--- config.mk ---
export PLATFORM = sky130hd
export DESIGN_NAME = updn_pwm
export DESIGN_NICKNAME = d
export VERILOG_FILES = /design/src/rtl/pwm_pkg.sv /design/src/rtl/pwm_timebase.sv /design/src/rtl/pwm_cmp_unit.sv /design/src/rtl/pwm_act_qual.sv /design/src/rtl/updn_pwm.sv
export SDC_FILE = /design/constraint.sdc
export NUM_CORES = 1
export LEC_CHECK = 0
export ABC_AREA = 1
export CAP_MARGIN = 20
export CORE_MARGIN = 4
export CORE_UTILIZATION = 50
export DETAILED_ROUTE_END_ITERATION = 10
export PLACE_DENSITY = 0.79
export SLEW_MARGIN = 20
export SYNTH_ARGS = -nofsm -noshare
export SYNTH_HDL_FRONTEND = slang
export SYNTH_HIERARCHICAL = 1
export SYNTH_SLANG_ARGS = --single-unit
export TNS_END_PERCENT = 30
--- constraint.sdc ---
create_clock -name clk -period 3.1 [get_ports clk]
set_clock_uncertainty 0.2 [all_clocks]
set_input_delay 0.62 -clock clk [delete_from_list [all_inputs] [get_ports clk]]
set_output_delay 0.62 -clock clk [all_outputs]
set_load 0.005 [all_outputs]
--- src/rtl/pwm_pkg.sv ---
package pwm_pkg;

   typedef enum logic [1:0] {
      ACT_NONE = 2'b00,
      ACT_LOW  = 2'b01,
      ACT_HIGH = 2'b10,
      ACT_TOG  = 2'b11
   } act_e;

   // event slots, lowest priority first
   localparam int EV_ZERO = 0;
   localparam int EV_TOP  = 1;
   localparam int EV_AU   = 2;
   localparam int EV_AD   = 3;
   localparam int EV_BU   = 4;
   localparam int EV_BD   = 5;
   localparam int N_EV    = 6;
   localparam int N_CMP   = 2;
   localparam int ACT_W   = 2 * N_EV;

   // write map
   localparam int ADR_TOP  = 0;
   localparam int ADR_CMP0 = 1;
   localparam int ADR_ACT  = 3;
   localparam int ADR_CTRL = 4;

   function automatic act_e act_field(input logic [ACT_W-1:0] w, input int idx);
      return act_e'(w[2*idx +: 2]);
   endfunction

endpackage

--- src/rtl/pwm_timebase.sv ---
module pwm_timebase #(
   parameter int CNT_W = 16
) (
   input  logic             clk,
   input  logic             rst_n,
   input  logic             run,
   input  logic [CNT_W-1:0] top,
   output logic [CNT_W-1:0] cnt,
   output logic             up,
   output logic             at_zero,
   output logic             at_top
);

   localparam logic [CNT_W-1:0] ZERO = '0;
   localparam logic [CNT_W-1:0] ONE  = CNT_W'(1);

   always_ff @(posedge clk or negedge rst_n) begin
      if (!rst_n) begin
         cnt <= ZERO;
         up  <= 1'b1;
      end else if (!run) begin
         cnt <= ZERO;
         up  <= 1'b1;
      end else if (up) begin
         if (cnt >= top) begin
            up  <= 1'b0;
            cnt <= (cnt == ZERO) ? ZERO : cnt - ONE;
         end else begin
            cnt <= cnt + ONE;
         end
      end else begin
         if (cnt == ZERO) begin
            up  <= 1'b1;
            cnt <= (top == ZERO) ? ZERO : ONE;
         end else begin
            cnt <= cnt - ONE;
         end
      end
   end

   assign at_zero = (cnt == ZERO);
   assign at_top  = (cnt == top);

   AST_CNT_RISE: assert property (@(posedge clk) disable iff (!rst_n)
      (run && up && cnt < top) |=> cnt == $past(cnt) + ONE);
   AST_CNT_FALL: assert property (@(posedge clk) disable iff (!rst_n)
      (run && !up && cnt != ZERO) |=> cnt == $past(cnt) - ONE);
   AST_CNT_PARK: assert property (@(posedge clk) disable iff (!rst_n)
      (!run) |=> (cnt == ZERO && up));

endmodule

--- src/rtl/pwm_cmp_unit.sv ---
module pwm_cmp_unit #(
   parameter int CNT_W = 16
) (
   input  logic             clk,
   input  logic             rst_n,
   input  logic             wr,
   input  logic [CNT_W-1:0] wdata,
   input  logic             load,
   input  logic             run,
   input  logic             up,
   input  logic [CNT_W-1:0] cnt,
   input  logic [CNT_W-1:0] top,
   output logic             ev_up,
   output logic             ev_dn
);

   logic [CNT_W-1:0] stage_q;
   logic [CNT_W-1:0] work_q;
   logic             beyond;

   always_ff @(posedge clk or negedge rst_n) begin
      if (!rst_n) begin
         stage_q <= '0;
         work_q  <= '0;
      end else begin
         if (wr)   stage_q <= wdata;
         if (load) work_q  <= stage_q;
      end
   end

   assign beyond = (work_q > top);
   assign ev_up  = run && up && !beyond && (cnt == work_q);
   assign ev_dn  = run && (beyond ? (cnt == top) : (!up && cnt == work_q));

   AST_STAGE_LOAD: assert property (@(posedge clk) disable iff (!rst_n)
      load |=> work_q == $past(stage_q));
   AST_STAGE_HOLD: assert property (@(posedge clk) disable iff (!rst_n)
      !load |=> $stable(work_q));

endmodule

--- src/rtl/pwm_act_qual.sv ---
module pwm_act_qual
   import pwm_pkg::*;
(
   input  logic             clk,
   input  logic             rst_n,
   input  logic [N_EV-1:0]  ev,
   input  logic [ACT_W-1:0] act_word,
   output logic             pwm_out
);

   act_e win;
   logic nxt;

   always_comb begin
      win = ACT_NONE;
      for (int i = 0; i < N_EV; i++) begin
         if (ev[i] && act_field(act_word, i) != ACT_NONE) win = act_field(act_word, i);
      end
   end

   always_comb begin
      case (win)
         ACT_LOW:  nxt = 1'b0;
         ACT_HIGH: nxt = 1'b1;
         ACT_TOG:  nxt = ~pwm_out;
         default:  nxt = pwm_out;
      endcase
   end

   always_ff @(posedge clk or negedge rst_n) begin
      if (!rst_n) pwm_out <= 1'b0;
      else        pwm_out <= nxt;
   end

   AST_IDLE_HOLD: assert property (@(posedge clk) disable iff (!rst_n)
      (ev == '0) |=> $stable(pwm_out));
   AST_B_BEATS_A: assert property (@(posedge clk) disable iff (!rst_n)
      (ev[EV_BU] && act_field(act_word, EV_BU) == ACT_HIGH) |=> pwm_out);
   AST_TOGGLE: assert property (@(posedge clk) disable iff (!rst_n)
      (ev == (N_EV'(1) << EV_ZERO) && act_field(act_word, EV_ZERO) == ACT_TOG)
      |=> pwm_out != $past(pwm_out));

endmodule

--- src/rtl/updn_pwm.sv ---
module updn_pwm
   import pwm_pkg::*;
#(
   parameter int CNT_W  = 16,
   parameter int ADDR_W = 3
) (
   input  logic              clk,
   input  logic              rst_n,
   input  logic              wr_en,
   input  logic [ADDR_W-1:0] wr_addr,
   input  logic [CNT_W-1:0]  wr_data,
   output logic              pwm_out
);

   if (CNT_W < ACT_W || CNT_W > 32) begin : g_bad_width
      $error("updn_pwm: CNT_W must lie in 12..32");
   end
   if (ADDR_W < 3) begin : g_bad_addr
      $error("updn_pwm: ADDR_W must be at least 3");
   end

   logic [CNT_W-1:0] top_q;
   logic [ACT_W-1:0] act_q;
   logic             run_q;
   logic             ld_top_q;

   logic [CNT_W-1:0] cnt;
   logic             up;
   logic             at_zero;
   logic             at_top;
   logic             load;
   logic [N_EV-1:0]  ev;

   always_ff @(posedge clk or negedge rst_n) begin
      if (!rst_n) begin
         top_q    <= '0;
         act_q    <= '0;
         run_q    <= 1'b0;
         ld_top_q <= 1'b0;
      end else if (wr_en) begin
         if (wr_addr == ADDR_W'(ADR_TOP)) top_q <= wr_data;
         if (wr_addr == ADDR_W'(ADR_ACT)) act_q <= wr_data[ACT_W-1:0];
         if (wr_addr == ADDR_W'(ADR_CTRL)) begin
            run_q    <= wr_data[0];
            ld_top_q <= wr_data[1];
         end
      end
   end

   pwm_timebase #(.CNT_W(CNT_W)) u_tb (
      .clk     (clk),
      .rst_n   (rst_n),
      .run     (run_q),
      .top     (top_q),
      .cnt     (cnt),
      .up      (up),
      .at_zero (at_zero),
      .at_top  (at_top)
   );

   assign load = ld_top_q ? at_top : at_zero;

   assign ev[EV_ZERO] = run_q && at_zero;
   assign ev[EV_TOP]  = run_q && at_top;

   for (genvar g = 0; g < N_CMP; g++) begin : g_cmp
      pwm_cmp_unit #(.CNT_W(CNT_W)) u_cmp (
         .clk   (clk),
         .rst_n (rst_n),
         .wr    (wr_en && wr_addr == ADDR_W'(ADR_CMP0 + g)),
         .wdata (wr_data),
         .load  (load),
         .run   (run_q),
         .up    (up),
         .cnt   (cnt),
         .top   (top_q),
         .ev_up (ev[EV_AU + 2*g]),
         .ev_dn (ev[EV_AD + 2*g])
      );
   end

   pwm_act_qual u_aq (
      .clk      (clk),
      .rst_n    (rst_n),
      .ev       (ev),
      .act_word (act_q),
      .pwm_out  (pwm_out)
   );

   AST_RUN_OUT_HOLD: assert property (@(posedge clk) disable iff (!rst_n)
      (!run_q) |=> $stable(pwm_out));
   AST_FULL_DUTY: assert property (@(posedge clk) disable iff (!rst_n)
      (run_q && act_q == ACT_W'(12'h060) && $stable(top_q) && pwm_out
       && g_cmp[0].u_cmp.work_q == top_q && cnt != top_q) |=> pwm_out);

endmodule

# [Word level (Yosys, flattened, before mapping)]
# Cells that the tools add are included.
[classes] addsub=2 order_cmp=3 n_eq_ne=10 n_mux=20 bitwise=1 reduce_logical=35
[ops] op="$mux W16" count=5
[ops] op="$eq A16 B16 Y1" count=3
[ops] op="$gt A16 B16 Y1" count=2
[ops] op="$logic_not A16 Y1" count=2
[ops] op="$logic_and A1 B1 Y1" count=19
[ops] op="$add A16 B1 Y16 const B" count=1
[ops] op="$ge A16 B16 Y1" count=1
[ops] op="$sub A16 B1 Y16 const B" count=1
[ops] op="$mux W2" count=6
[ops] op="$reduce_bool A2 Y1" count=6
[ops] op="$mux W1" count=8
[ops] op="$eq A3 B2 Y1 const B" count=2
[ops] op="$reduce_and A2 Y1" count=3
[ops] op="$eq A2 B2 Y1 const B" count=2
[ops] op="$eq A3 B1 Y1 const B" count=1
[ops] op="$eq A3 B3 Y1 const B" count=1
[ops] op="$logic_not A1 Y1" count=3
[ops] op="$logic_not A3 Y1" count=1
[ops] op="$pmux W1 S3" count=1
[ops] op="$reduce_bool A3 Y1" count=1
[ops] op="$eq A2 B1 Y1 const B" count=1
[ops] op="$not A1 Y1" count=1
[totals] reg_bits=112 in_bits=22 out_inout_bits=1 elab_cells=82

# [Logic depth before layout (Yosys ltp)]
[depth] depth_word=11 depth_mapped=23 depth_no_buf=23

# [Modules after synthesis]
# Netlist, hierarchy kept.
[by_module_without_submodules] mod="pwm_cmp_unit" n_inst=2 cells_per_inst=251 area_per_inst_um2=2067.0 seq_area_each_um2=800.8
[by_module_without_submodules] mod="pwm_timebase" n_inst=1 cells_per_inst=352 area_per_inst_um2=2140.8 seq_area_each_um2=426.7
[by_module_without_submodules] mod="updn_pwm" n_inst=1 cells_per_inst=151 area_per_inst_um2=1381.3 seq_area_each_um2=750.7
[by_module_without_submodules] mod="pwm_act_qual" n_inst=1 cells_per_inst=35 area_per_inst_um2=183.9 seq_area_each_um2=25.0

# [Worst setup path after synthesis]
# Ideal clock, no wire load.
[synth_timing] kind="register to register" from="register u_tb.cnt[0]" to="register g_cmp[0].u_cmp.work_q[10]" setup_ps=135 t_arrival_ps=2411 t_required_ps=2765 path_slack_ps=354 path_stages_with_launch=11 n_path_buf=1 period_less_slack_ps=2746 path_cell_list="dfrtp_1 > inv_1 > ha_1 > inv_1 > nor2_1 > nand3_1 > nor4_2 > inv_1 > o21ai_0 > clkbuf_1 > o21ai_0"
[synth_between] elab_chain_len=2 elab_cells_between_ends=3 classes_between="eq/ne: 1; mux: 1; reduce/logical: 1"
[synth_lines] element="from (decl)" line_no="pwm_timebase.sv:8" source="output logic [CNT_W-1:0] cnt,"
[synth_lines] element="from (signal assigned)" line_no="pwm_timebase.sv:27" source="cnt <= (cnt == ZERO) ? ZERO : cnt - ONE;"
[synth_lines] element="from (signal assigned)" line_no="pwm_timebase.sv:29" source="cnt <= cnt + ONE;"
[synth_lines] element="from (signal assigned)" line_no="pwm_timebase.sv:34" source="cnt <= (top == ZERO) ? ZERO : ONE;"
[synth_lines] element="$logic_not A16 Y1" line_no="pwm_timebase.sv:41" source="assign at_zero = (cnt == ZERO);"
[synth_lines] element="named net at_zero" line_no="updn_pwm.sv:29" source="logic at_zero;"
[synth_lines] element="$mux W1" line_no="updn_pwm.sv:61" source="assign load = ld_top_q ? at_top : at_zero;"
[synth_lines] element="named net load" line_no="updn_pwm.sv:31" source="logic load;"
[synth_lines] element="to (signal assigned)" line_no="pwm_cmp_unit.sv:27" source="if (load) work_q <= stage_q;"
[synth_lines] element="to (decl)" line_no="pwm_cmp_unit.sv:18" source="logic [CNT_W-1:0] work_q;"
# The timed path passes the listed nets, and every way through them passes these cells.
# A chain may end at the register's enable or synchronous reset.

# [Worst setup path in the final report]
[layout_timing] from="register top_q[13]" to="register u_aq.pwm_out"
[layout_between] elab_chain_len=11 elab_cells_between_ends=29 classes_between="order compare: 2; eq/ne: 4; mux: 8; reduce/logical: 15"
[layout_lines] element="from (decl)" line_no="updn_pwm.sv:22" source="logic [CNT_W-1:0] top_q;"
[layout_lines] element="from (signal assigned)" line_no="updn_pwm.sv:41" source="if (wr_addr == ADDR_W'(ADR_TOP)) top_q <= wr_data;"
[layout_lines] element="$gt A16 B16 Y1 (*)" line_no="pwm_cmp_unit.sv:31" source="assign beyond = (work_q > top);"
[layout_lines] element="$logic_not A1 Y1 (*)" line_no="pwm_cmp_unit.sv:32" source="assign ev_up = run && up && !beyond && (cnt == work_q);"
[layout_lines] element="$logic_and A1 B1 Y1 (*) (2 in a row)" line_no="pwm_cmp_unit.sv:32"
[layout_lines] element="named net ev[2]" line_no="updn_pwm.sv:32" source="logic [N_EV-1:0] ev;"
[layout_lines] element="$logic_and A1 B1 Y1 (*)" line_no="pwm_act_qual.sv:17" source="if (ev[i] && act_field(act_word, i) != ACT_NONE) win = act_field(act_word, i);"
[layout_lines] element="$mux W2 (*) (4 in a row)" line_no="pwm_act_qual.sv:17"
[layout_lines] element="$eq A2 B2 Y1 or $eq A2 B1 Y1 (tied branches)" line_no="pwm_act_qual.sv:22" source="case (win)"
[layout_lines] element="$pmux W1 S3 or $reduce_bool A3 Y1 (tied branches)"
[layout_lines] element="to (signal assigned)" line_no="pwm_act_qual.sv:32" source="else pwm_out <= nxt;"
[layout_lines] element="to (decl)" line_no="pwm_act_qual.sv:8" source="output logic pwm_out"
# The timed path passes the listed nets; every way through them passes the cells marked *.

==> impl_metrics.sql <==
INSERT INTO impl_metrics (metric_group, metric, value, unit) VALUES
('worst_setup_path', 'crit_path_top_delay_cell', 'dfrtp_1', ''),
('worst_setup_path', 'worst_ep_arrival_time', '2.86', 'ns'),
('detailed_routing', 'drt_first_pass_iters', '6', ''),
('worst_setup_path', 'slowest_delay', '0.50', 'ns'),
('run_status', 'outcome', 'completed', ''),
('yosys', 'yosys.area_share.xor_xnor', '0.0514', ''),
('detailed_routing', 'vias', '7000', ''),
('power', 'pwr-share-comb', '0.492', ''),
('power', 'cell_internal_pwr', '3.81', 'mW'),
('sta', 'fin_crit', '2.76', 'ns'),
('grt', 'grt_use_total', '0.233', ''),
('yosys', 'synthesis.area', '7840', 'um^2'),
('detailed_routing', 'via_per_inst', '5.47', ''),
('floorplan', 'core_area', '15300', 'um^2'),
('yosys', 'yosysWarningCount', '6', ''),
('clock_network', 'cts.hold.buffers_added', '0', ''),
('worst_setup_path', 'r2r_start', 'top_q[13]', ''),
('worst_setup_path', 'timing_worst_setup_path_type', 'reg2reg', ''),
('grt', 'grt_start_max_net_pins', '59', ''),
('cells_and_area', 'syn_to_final_growth', '9.69', '%'),
('worst_setup_path', 'launch_point_of_the_worst_path', 'top_q[13]', ''),
('floorplan', 'io_pins', '23', ''),
('yosys', 'synth_enable_flop_cells', '0', ''),
('power', 'power_density', '832', 'nW/um^2'),
('detailed_routing', 'drt-initial-drc-count', '652', ''),
('detailed_routing', 'final_antenna_net_count', '0', ''),
('sta', 'finalSetupTns', '0', 'ns'),
('yosys', 'mappedNetlistNets', '1113', ''),
('detailed_routing', 'total_routed_length', '20400', 'um'),
('detailed_routing', 'drc_errors', '0', ''),
('clock_network', 'clk_latency', '0.36', 'ns'),
('power', 'net-switching-power', '3.34', 'mW'),
('placement', 'numPortBuffers', '22', ''),
('floorplan', 'die_height', '133', 'um'),
('floorplan', 'placementRows', '45', ''),
('sta', 'worst_slew_pin_slew', '0.557', 'ns'),
('power', 'irDropWorstVdd', '0.474', 'mV'),
('yosys', 'synth.distinct_cells', '43', ''),
('cells_and_area', 'antenna_cell_count', '0', ''),
('worst_setup_path', 'crit_path_start_kind', 'flip-flop', ''),
('power', 'power.sequential.fraction', '0.340', ''),
('clock_network', 'cts-htree-levels', '3', ''),
('yosys', 'synth.mux.area_fraction', '0.0259', ''),
('clock_network', 'clock_tree.root_cell', 'clkbuf_16', ''),
('clock_network', 'clockBufferDepth', '2', ''),
('sta', 'final-hold-violation-count', '0', ''),
('floorplan', 'fp.dieW', '133', 'um'),
('cells_and_area', 'layout.filler_cells', '1404', ''),
('flow_run', 'maxCapViolations', '0', ''),
('grt', 'grt_pass1_vias', '6543', ''),
('yosys', 'asyncSetResetFlopFracSynth', '1.00', ''),
('yosys', 'synth_most_common_cell', 'nand2_1', ''),
('yosys', 'synth_top_cell_area_share', '0.354', ''),
('sta', 'setup_repair_after_global_routing_missed_its_margin', 'false', ''),
('clock_network', 'tritoncts_clock_tree', 'done', ''),
('placement', 'gp_congestion', '0.973', ''),
('sta', 'setup_viol', '0', ''),
('placement', 'placed_cells_incl_taps', '1263', ''),
('power', 'total_leakage_power', '4.19', 'nW'),
('power', 'switching_share', '0.467', ''),
('worst_hold_path', 'hold_class', 'in2async', ''),
('floorplan', 'dieArea', '17700', 'um^2'),
('cells_and_area', 'final-instance-count-excl-fill', '1279', ''),
('floorplan', 'initial_standard_cell_utilization_of_the_core', '0.514', ''),
('yosys', 'synth.cells.most_frequent', '274 x nand2_1, 146 x inv_1, 111 x dfrtp_1', ''),
('yosys', 'post_synth_and_or_nand_nor_area_fraction', '0.305', ''),
('yosys', 'synth_seq_cells', '112', ''),
('cells_and_area', 'layout.nets', '1136', ''),
('worst_setup_path', 'cpLargestDelayFamily', 'compound AO/OA/AOI/OAI gates', ''),
('grt', 'globalRoute.totalOverflow', '0', ''),
('power', 'share_clk_of_total_power', '0.169', '');
==> final timing paths <==
check | to | slack (ns) | cells past startpoint
worst max-delay path | u_aq/pwm_out | 0.34 | 15
worst min-delay path | u_tb/cnt[10] | 0.008 | 1
worst max register to register | u_aq/pwm_out | 0.34 | 15
worst min register to register | g_cmp[1].u_cmp/work_q[0] | 0.28 | 2
max in group asynchronous | g_cmp[0].u_cmp/stage_q[10] | 1.98 | 2
min in group clk | g_cmp[1].u_cmp/work_q[0] | 0.28 | 2
==> metrics by stage <==
step | power, mW | cell area [um^2] | hold WS [ns] | worst slack, ns | utilization
after floorplan | 4.95 | 7840 | 0.124 | 0.354 | -
after global placement | 5.75 | 8290 | 0.256 | 0.539 | 0.544
after detailed placement | 5.88 | 8290 | 0.265 | 0.503 | 0.544
after CTS | 7.12 | 8600 | 0.0241 | 0.416 | 0.564
after global routing | 7.74 | 8600 | 0.0380 | 0.146 | 0.564
final | 7.15 | 8600 | 0.00848 | 0.336 | 0.564
==> power groups by stage <==
stage | registers [mW] | logic (mW) | clock network (mW)
finish | 2.43 | 3.52 | 1.21
global route | 2.48 | 3.97 | 1.29
CTS | 2.42 | 3.47 | 1.23
detailed placement | 2.44 | 3.44 | 0
global placement | 2.42 | 3.34 | 0
floorplan | 2.24 | 2.72 | 0
==> placed cells by master (no fill, tap or decap), types with 14 or more instances in the layout <==
master / Yosys / routed
dfrtp_1: 111 / 111
xnor2_1: 36 / 36
o21ai_1: 17 / 17
mux2_2: 18 / 18
nor2_1: 80 / 80
nand3_2: 15 / 15
nor2_2: 14 / 14
nand4_1: 25 / 25
a21oi_1: 44 / 44
nand2_1: 274 / 274
o21ai_0: 46 / 45
buf_4: 3 / 15
ha_1: 51 / 51
inv_1: 146 / 146
clkdlybuf4s50_1: 0 / 21
nand3_1: 65 / 65
==> worst register-to-register path: cells and delay by family, from the launching register on <==
family	cells	cell delay, ns
and+or+nand+nor	7	0.57
adders and majority gates	1	0.34
buffers and inverters	2	0.16
DFF	1	0.50
AOI/OAI and AO/OA	5	0.94
==> kinds of logic after synthesis <==
logic type,count (synthesis)
adder cells (fa/ha/maj),51
XOR/XNOR,46
buffers and inverters,181
AND/OR/NAND/NOR,513
flip-flops,112
AO/OA/AOI/OAI,119
multiplexers,18
==> flip-flops by register name, indices dropped and copies added, names as in the netlist <==
register             cells
g_cmp.u_cmp/stage_q     32
g_cmp.u_cmp/work_q      32
u_aq/pwm_out             1
ld_top_q                 1
run_q                    1
u_tb/cnt                16
u_tb/up                  1
top_q                   16
act_q                   12
==> cell type report <==
type	instances	area, um^2	share of cell area
clock buffers	9	225	0.0262
clock inverters	7	80.1	0.00931
inverters	155	582	0.0677
multi-input cells	747	4280	0.498
flip-flops and latches	112	2800	0.326
well taps	211	264	0.0307
repair buffers	38	363	0.0422
==> layer usage <==
layer | vias up | global-route usage | share of wire
li1 | 3370 | - | -
met1 | 3299 | 0.312 | 0.43
met2 | 274 | 0.387 | 0.48
met3 | 57 | 0.0317 | 0.065
met4 | 0 | 0.0846 | 0.025
met5 | - | 0 | 0
(Power assumes the default switching activity.)
